<file path="src/rtl/cfg_route_pkg.sv">
// Shared field positions, widths and types for the configuration router.
// Assumes the conventional 32-bit configuration address word layout.
package cfg_route_pkg;
    localparam int ADDR_W  = 32;
    localparam int BUS_W   = 8;
    localparam int DEV_W   = 5;
    localparam int FN_W    = 3;
    localparam int REGN_W  = 6;
    localparam int IDSEL_N = 16;

    localparam int EN_BIT  = ADDR_W - 1;
    localparam int REG_LO  = 2;
    localparam int FN_LO   = REG_LO + REGN_W;
    localparam int DEV_LO  = FN_LO + FN_W;
    localparam int BUS_LO  = DEV_LO + DEV_W;
    localparam int FWD_W   = DEV_LO + DEV_W;

    localparam logic [ADDR_W-1:0] FIELD_MASK =
        ((ADDR_W'(1) << (BUS_W + DEV_W + FN_W + REGN_W)) - ADDR_W'(1)) << REG_LO;
    localparam logic [ADDR_W-1:0] ADDR_MASK = (ADDR_W'(1) << EN_BIT) | FIELD_MASK;

    typedef enum logic [1:0] {
        TGT_INT = 2'd0,
        TGT_HUB = 2'd1,
        TGT_DN  = 2'd2
    } tgt_e;

    typedef struct packed {
        logic               go;
        tgt_e               tgt;
        logic               type1;
        logic [IDSEL_N-1:0] idsel;
        logic               mabort;
        logic [BUS_W-1:0]   bus;
        logic [FWD_W-1:0]   fwd;
    } route_s;
endpackage

</file>
<file path="src/rtl/cfg_addr_reg.sv">
// Address, secondary-bus and subordinate-bus registers with a read mux.
// Assumes one register access per cycle; reserved address bits are never stored.
module cfg_addr_reg
    import cfg_route_pkg::*;
(
    input  logic              clk,
    input  logic              rst_n,
    input  logic              wr,
    input  logic [1:0]        sel,
    input  logic [ADDR_W-1:0] wdata,
    output logic [ADDR_W-1:0] addr_q,
    output logic [BUS_W-1:0]  sec_q,
    output logic [BUS_W-1:0]  sub_q,
    output logic [ADDR_W-1:0] rdata
);
    // Register update on write strobe; reserved address bits forced to 0.
    always_ff @(posedge clk) begin
        if (!rst_n) begin
            addr_q <= '0;
            sec_q  <= '0;
            sub_q  <= '0;
        end else if (wr) begin
            case (sel)
                2'd0:    addr_q <= wdata & ADDR_MASK;
                2'd1:    sec_q  <= wdata[BUS_W-1:0];
                2'd2:    sub_q  <= wdata[BUS_W-1:0];
                default: ;
            endcase
        end
    end

    // Read mux of the selected register.
    always_comb begin
        case (sel)
            2'd0:    rdata = addr_q;
            2'd1:    rdata = ADDR_W'(sec_q);
            2'd2:    rdata = ADDR_W'(sub_q);
            default: rdata = '0;
        endcase
    end
endmodule

</file>
<file path="src/rtl/cfg_decode.sv">
// Combinational route decision for the latched configuration address.
// Assumes the internal functions occupy device numbers 0..NUM_INT_DEV-1 on bus 0.
module cfg_decode
    import cfg_route_pkg::*;
#(
    parameter int NUM_INT_DEV = 2
) (
    input  logic [ADDR_W-1:0] addr,
    input  logic [BUS_W-1:0]  sec,
    input  logic [BUS_W-1:0]  sub,
    output route_s            route
);
    logic              en;
    logic [BUS_W-1:0]  bus;
    logic [DEV_W-1:0]  dev;
    logic [FN_W-1:0]   fn;
    logic [IDSEL_N-1:0] idsel_dec;
    logic              dev_hi;
    logic              dev_int;
    logic              in_range;
    logic              unused_bits;

    assign en          = addr[EN_BIT];
    assign bus         = addr[BUS_LO +: BUS_W];
    assign dev         = addr[DEV_LO +: DEV_W];
    assign fn          = addr[FN_LO +: FN_W];
    assign unused_bits = ^{addr[EN_BIT-1:BUS_LO+BUS_W], addr[REG_LO-1:0]};

    // One comparator per select line; devices past the table match none.
    for (genvar i = 0; i < IDSEL_N; i++) begin : g_idsel
        assign idsel_dec[i] = (dev == DEV_W'(i));
    end

    assign dev_hi   = (32'(dev) >= IDSEL_N);
    assign dev_int  = (32'(dev) < NUM_INT_DEV);
    assign in_range = (bus > sec) && (bus <= sub);

    // Priority route selection: enable, bus 0, secondary match, range, else hub.
    always_comb begin
        route       = '0;
        route.tgt   = TGT_INT;
        route.bus   = bus;
        route.fwd   = {addr[FWD_W-1:REG_LO], {REG_LO{1'b0}}};
        if (!en) begin
            route.go = 1'b0;
        end else if (bus == '0) begin
            if (dev_int) begin
                route.go  = (fn == '0);
                route.tgt = TGT_INT;
            end else begin
                route.go  = 1'b1;
                route.tgt = TGT_HUB;
            end
        end else if (bus == sec) begin
            route.go     = 1'b1;
            route.tgt    = TGT_DN;
            route.idsel  = idsel_dec;
            route.mabort = dev_hi;
        end else if (in_range) begin
            route.go    = 1'b1;
            route.tgt   = TGT_DN;
            route.type1 = 1'b1;
        end else begin
            route.go    = 1'b1;
            route.tgt   = TGT_HUB;
            route.type1 = 1'b1;
        end
    end
endmodule

</file>
<file path="src/rtl/cfg_dispatch.sv">
// Holds one registered dispatch beat until the consumer signals done.
// Assumes done is only meaningful while a beat is held.
module cfg_dispatch
    import cfg_route_pkg::*;
(
    input  logic   clk,
    input  logic   rst_n,
    input  logic   req,
    input  logic   done,
    input  route_s route,
    output logic   valid_q,
    output route_s beat_q
);
    logic accept;

    assign accept = req && !valid_q && route.go;

    // Valid flag: set on an accepted request, cleared by done.
    always_ff @(posedge clk) begin
        if (!rst_n)               valid_q <= 1'b0;
        else if (valid_q && done) valid_q <= 1'b0;
        else if (accept)          valid_q <= 1'b1;
    end

    // Beat capture: fields load only when a request is accepted.
    always_ff @(posedge clk) begin
        if (!rst_n)      beat_q <= '0;
        else if (accept) beat_q <= route;
    end
endmodule

</file>
<file path="src/rtl/cfg_route_top.sv">
// Configuration cycle router: address registers, decoder and dispatch holder.
// Assumes a request decodes the address value stored before its clock edge.
module cfg_route_top
    import cfg_route_pkg::*;
#(
    parameter int NUM_INT_DEV = 2
) (
    input  logic                clk,
    input  logic                rst_n,
    input  logic                reg_wr,
    input  logic [1:0]          reg_sel,
    input  logic [ADDR_W-1:0]   reg_wdata,
    output logic [ADDR_W-1:0]   reg_rdata,
    input  logic                cyc_req,
    input  logic                cyc_done,
    output logic                cyc_valid,
    output logic [1:0]          cyc_target,
    output logic                cyc_type1,
    output logic [IDSEL_N-1:0]  cyc_idsel,
    output logic                cyc_mabort,
    output logic [BUS_W-1:0]    cyc_bus,
    output logic [FWD_W-1:0]    cyc_addr
);
    logic [ADDR_W-1:0] addr_q;
    logic [BUS_W-1:0]  sec_q;
    logic [BUS_W-1:0]  sub_q;
    route_s            route;
    route_s            beat_q;
    logic              unused_go;

    cfg_addr_reg u_regs (
        .clk    (clk),
        .rst_n  (rst_n),
        .wr     (reg_wr),
        .sel    (reg_sel),
        .wdata  (reg_wdata),
        .addr_q (addr_q),
        .sec_q  (sec_q),
        .sub_q  (sub_q),
        .rdata  (reg_rdata)
    );

    cfg_decode #(.NUM_INT_DEV(NUM_INT_DEV)) u_dec (
        .addr  (addr_q),
        .sec   (sec_q),
        .sub   (sub_q),
        .route (route)
    );

    cfg_dispatch u_disp (
        .clk     (clk),
        .rst_n   (rst_n),
        .req     (cyc_req),
        .done    (cyc_done),
        .route   (route),
        .valid_q (cyc_valid),
        .beat_q  (beat_q)
    );

    assign cyc_target = beat_q.tgt;
    assign cyc_type1  = beat_q.type1;
    assign cyc_idsel  = beat_q.idsel;
    assign cyc_mabort = beat_q.mabort;
    assign cyc_bus    = beat_q.bus;
    assign cyc_addr   = beat_q.fwd;
    assign unused_go  = beat_q.go;
endmodule

</file>
<file path="config.mk">
export PLATFORM = sky130hd
export DESIGN_NAME = cfg_route_top
export DESIGN_NICKNAME = d
export VERILOG_FILES = /design/src/rtl/cfg_route_pkg.sv /design/src/rtl/cfg_addr_reg.sv /design/src/rtl/cfg_decode.sv /design/src/rtl/cfg_dispatch.sv /design/src/rtl/cfg_route_top.sv
export SDC_FILE = /design/constraint.sdc
export NUM_CORES = 1
export LEC_CHECK = 0
export CORE_ASPECT_RATIO = 0.75
export CORE_MARGIN = 2
export CORE_UTILIZATION = 48
export DETAILED_ROUTE_END_ITERATION = 10
export GPL_TIMING_DRIVEN = 0
export MAX_ROUTING_LAYER = met4
export PLACE_DENSITY = 0.91
export SLEW_MARGIN = 30
export SYNTH_ARGS = -nofsm -noshare
export SYNTH_HDL_FRONTEND = slang
export SYNTH_SLANG_ARGS = --single-unit
</file>
<file path="constraint.sdc">
create_clock -name clk -period 2.17 [get_ports clk]
set_input_delay 0.651 -clock clk [delete_from_list [all_inputs] [get_ports clk]]
set_output_delay 0.651 -clock clk [all_outputs]
set_load 0.02 [all_outputs]
</file>
---- After elaboration in Yosys (flattened, before gate mapping) ----
Cells that the tools add are included.
storage, ports and cells
  input port bits ......................... 39
  word-level logic and storage cells ...... 56
  output and inout port bits .............. 77
  register bits ........................... 82
operators by class
  bitwise gates (word level) .............. 1
  equality and inequality tests ........... 18
  $lt $le $gt $ge ......................... 4
  mux-type cells .......................... 10
  reductions and logical operators ........ 13
operator list
  cell                count
  $pmux 32 s3         1
  $eq 5x4->1 const B  8
  $eq 5x3->1 const B  4
  $mux 20             1
  $mux 18             1
  $mux 17             1
  $mux 3              4
  $eq 5x2->1 const B  2
  $eq 8x8->1          1
  $gt 8x8->1          1
  $le 8x8->1          1
  $logic_not 8->1     1
  $reduce_and 2->1    3
  $eq 5x1->1 const B  1
  $ge 5x5->1 const B  1
  $logic_not 5->1     1
  $lt 5x2->1 const B  1
  $logic_and 1x1->1   4
  $logic_not 3->1     1
  $eq 2x1->1 const B  1
  $eq 2x2->1 const B  1
  $logic_not 2->1     1
  $mux 1              2
  $reduce_or 2->1     1
  other kinds (2)     2

---- Depth between registers and ports, before layout ----
Gate-level depths: netlist of run 1.
  depth after elaboration ................. 7
  mapped depth ............................ 8
  depth with buffers taken out ............ 7

---- Hierarchy ----
From an unflattened synthesis of run 1, not the netlist that was laid out.
second synthesis, totals
  cells, all modules ...................... 526
  area total of the unflattened synthesis .. 4589.4 um^2
by module, submodules not included
  module        area each (um^2)  sequential area each (um^2)  instances  cells each
  cfg_addr_reg  1910.6            780.7                        1          211
  cfg_dispatch  1856.8            920.9                        1          197
  cfg_decode    822.0             0.0                          1          118

---- Least setup slack after synthesis of run 1 ----
No wires, ideal clock.
  path type ............................... input port to output port
  start point ............................. in reg_sel[1]
  end point ............................... out reg_rdata[2]
  slack ................................... -57 ps
  data arrival time ....................... 1576 ps
  required time ........................... 1519 ps
  stages on the path ...................... 5
  buffers on the path ..................... 2
  cells stage by stage .................... nor2b_1 -> clkbuf_1 -> clkbuf_1 -> nand2_1 -> o21ai_0
between the ends
  cells in the longest elaborated chain, start to end .. 2
  elaborated cells on any way between the ends .. 4
  classes of those cells .................. 2 x eq/ne; 1 x mux; 1 x reduce/logical
RTL lines
  item                                      RTL line             source
  start, declared                           cfg_route_top.sv:11  input logic [1:0] reg_sel,
  $eq 2x2->1, or another cell as far along  cfg_addr_reg.sv:34   case (sel)
  $pmux 32 s3 (*)                           cfg_addr_reg.sv:34
  end, declared                             cfg_route_top.sv:13  output logic [ADDR_W-1:0] reg_rdata,
Mark *: on every way between the ends. The rest lies on a longest branch, timed or not.

---- Final worst setup path of run 1 ----
  start point ............................. in rst_n
  end point ............................... reg u_regs.sec_q[1]
RTL lines
  item                  RTL line            source
  start, declared       cfg_route_top.sv:9  input logic rst_n,
  end signal, assigned  cfg_addr_reg.sv:25  2'd1: sec_q <= wdata[BUS_W-1:0];
  end, declared         cfg_addr_reg.sv:12  output logic [BUS_W-1:0] sec_q,
No word-level cell between the ends.

==> flow_summary.toml, run 1 <==
[setup_path]
crit_chain = "clkdlybuf4s50_1 > inv_1 > clkbuf_1 > clkbuf_1 > a21oi_1"
cp_top_family = "buffers and inverters"
cpPeakStageDelay_ns = 0.61
crit_buf_inv = 4
reg2reg_to = "u_disp.beat_q[29]"
critPathMaxFanout = 10
startpoint = "rst_n"
r2r_start = "u_regs.addr_q[16]"
cpMaxStageDelayCell = "clkbuf_1"
critical_path_arrival_ns = 2.37
r2r_cells = 8
crit_top_cell = "clkbuf_1"
required_ns = 2.39
cp-end-kind = "flip-flop"
critPathLaunchType = "primary input"
path_class = "primary input to flip-flop"
rrSetupSlack_ns = 0.13

[synth]
yosysSeqAreaShare_pct = 41.2
yosys_warnings = 0
netlist_top_cells_count = "94 x nand2_1, 82 x dfxtp_1, 50 x a21oi_1"
synth_area_leader_cell = "dfxtp_1"
synth_most_common_cell = "nand2_1"
synth_area_leaders = "dfxtp_1 41%, nand2_1 8.9%, a21oi_1 6.3%, ha_1 5.0%, a21oi_2 4.8%"
syn_inst = 475
synth_seq_cells = 82
synthArstFlopShare_pct = 0
synth_top_flop_cell = "dfxtp_1"
synth_top_area_share_pct = 41.2
synth_edf_count = 0
netlist_area_mm2 = 0.00399
ys_types = 47
avgSynthCellArea_um2 = 8.39

[power]
power_frac_clock_pct = 38.7
switchingPower_mw = 0.904
pwr-share-seq_pct = 47.3
power.internal_mw = 2.41
p_sw_share_pct = 27.3
ir_drop_mv = 0.370
total_power_mw = 3.31
p_comb_share_pct = 14.0
leakagePower_nw = 2.05
power_density_mw_per_mm2 = 602

[timing]
finalCriticalPeriod_ns = 2.15
fin_crit_sh_pct = 98.9
hold_viol = 0
fmax_ghz = 0.466
slew_headroom_pct = 52.2
worst-slew-pin-transition_ns = 0.718
clock_skew_ns = 0.00939
finalSetupViolCount = 0
slew_viol_final = 0
whs_ns = 0.464

[grt]
grt_pass1_vias = 3820
grtUsageTotal_pct = 27.6
overflow = 0
grt_pass1_wl_mm = 19.0
grt_max_degree = 17
antenna_found_initial = 0

[floorplan]
core-area_mm2 = 0.00799
die-area_mm2 = 0.00906
die_y_um = 82.9
row_count = 28
die_w_um = 109
ioPinCount = 116
initial_utilization_pct = 49.9

[final_layout]
final_util_pct = 68.9
drive_gt1_share_pct = 22.2
final_cells = 712
fill_cells = 607
diodes = 0
syn2layout_area_growth_pct = 38.0
nets = 657

[clock_network]
clk_pin_slew_ns = 0.09
htreeDepth = 3
clock_latency_ns = 0.37
root_buffer = "clkbuf_8"
cts_sinks = 82
ctsHoldBuffers = 0
cts_buffers = 9
cts_buffer_depth = 2
cts_tree = "yes"

[min_path]
holdPathStages = 2
worst_hold_path_type = "flip-flop to flip-flop"
hold_path_end = "u_disp.beat_q[13]"
min_from = "u_disp.beat_q[13]"

[place]
place_inst = 687
hpwl_mm = 8.73
port_buffers = 99
finalWeightedCongestion = 0.926

[detailed_routing]
vias_per_cell = 5.56
drtIter0Drc = 316
drt-pass1-iter-count = 5
antenna_left = 0
wl_per_cell_um = 17.0
vias = 3962
wirelength_mm = 12.1
drcViolationCount = 0

[job]
max-cap-violations = 0

[outcome]
outcome = "complete, no violations"
-- cells in the final DEF (no fill, tap or decap), drive strengths merged, types with 18 or more instances in the layout --
master / netlist / final
nand2: 114 / 114
dfxtp: 82 / 82
clkdlybuf4s50: 0 / 72
a21oi: 72 / 72
buf: 25 / 48
clkbuf: 15 / 23
nor2: 22 / 22
inv: 18 / 22
nand3: 18 / 18
-- metal layers --
layer  vias to the layer above  track usage (%)  wire length [um]
li1                       1851                -                 -
met1                      1832             36.3              5040
met2                       241             41.7              5510
met3                        38             6.83              1210
met4                         0             8.86               357
met5                         -                -                 0
-- registers in the layout, indices dropped and copies added (netlist names) --
signal          count
u_disp.beat_q      42
u_disp.valid_q      1
u_regs.sec_q        8
u_regs.sub_q        8
u_regs.addr_q      23
-- stage by stage --
stage	TNS, ns	area [um2]	worst slack, ns
6_report	0	5500	0.0244
5_1_grt	-0.0931	5500	-0.0534
4_1_cts	-0.00309	5490	-0.00309
3_5_place_dp	-37.61	5140	-1.24
3_3_place_gp	-31.28	5140	-1.19
2_1_floorplan	0	4020	0.0272
-- worst min-delay path, stage by stage, from the launching register on --
cell	delay (ns)
dfxtp_1	0.33
nand2_2	0.06
a21oi_2	0.04
-- timing repair --
| action | CTS | global route |
|---|---|---|
| pin swaps | 2 | 4 |
| buffers inserted | 6 | 4 |
| endpoints found under the hold margin | 0 | 0 |
| setup endpoints to repair | 25 | 24 |
| gates resized for setup | 124 | 17 |
-- worst max-delay path by stage --
stage	endpoint	depth (start not counted)
after global routing	u_disp.beat_q[29]	8
after detailed placement	reg_rdata[4]	7
after floorplan	reg_rdata[2]	5
after global placement	reg_rdata[7]	7
final	u_regs.sec_q[1]	5
after CTS	reg_rdata[1]	6
-- cell type report --
class / instances / area (um2) / area share (%)
timing repair buffer: 109 / 1060 / 19.3
clock inverter: 7 / 106 / 1.93
multi-input combinational: 343 / 2080 / 37.8
clock buffer: 9 / 124 / 2.25
inverter: 18 / 67.6 / 1.23
sequential: 82 / 1640 / 29.9
buffer: 39 / 284 / 5.16
tap: 105 / 131 / 2.39
-- power by group through the flow --
stage | combinational (mW) | sequential [mW] | clock [mW]
after CTS | 0.430 | 1.56 | 1.28
after detailed placement | 0.407 | 1.60 | 0
final | 0.464 | 1.57 | 1.28
after floorplan | 0.259 | 1.59 | 0
after global routing | 0.496 | 1.57 | 1.34
after global placement | 0.389 | 1.60 | 0
-- kinds of logic after synthesis --
group | share of synthesized area [%]
DFF | 41.2
adders and majority gates | 5.02
AOI/OAI and AO/OA | 17.9
and+or+nand+nor | 26.0
buffers and inverters | 8.25
other | 0.0941
muxes | 1.51
(Power assumes the default switching activity.)
==> inputs of run 2 (changes only) <==
- SLEW_MARGIN: 30 -> unset
==> results of run 2 <==
No change in the layout: final DEF, timing and power equal those of run 1.
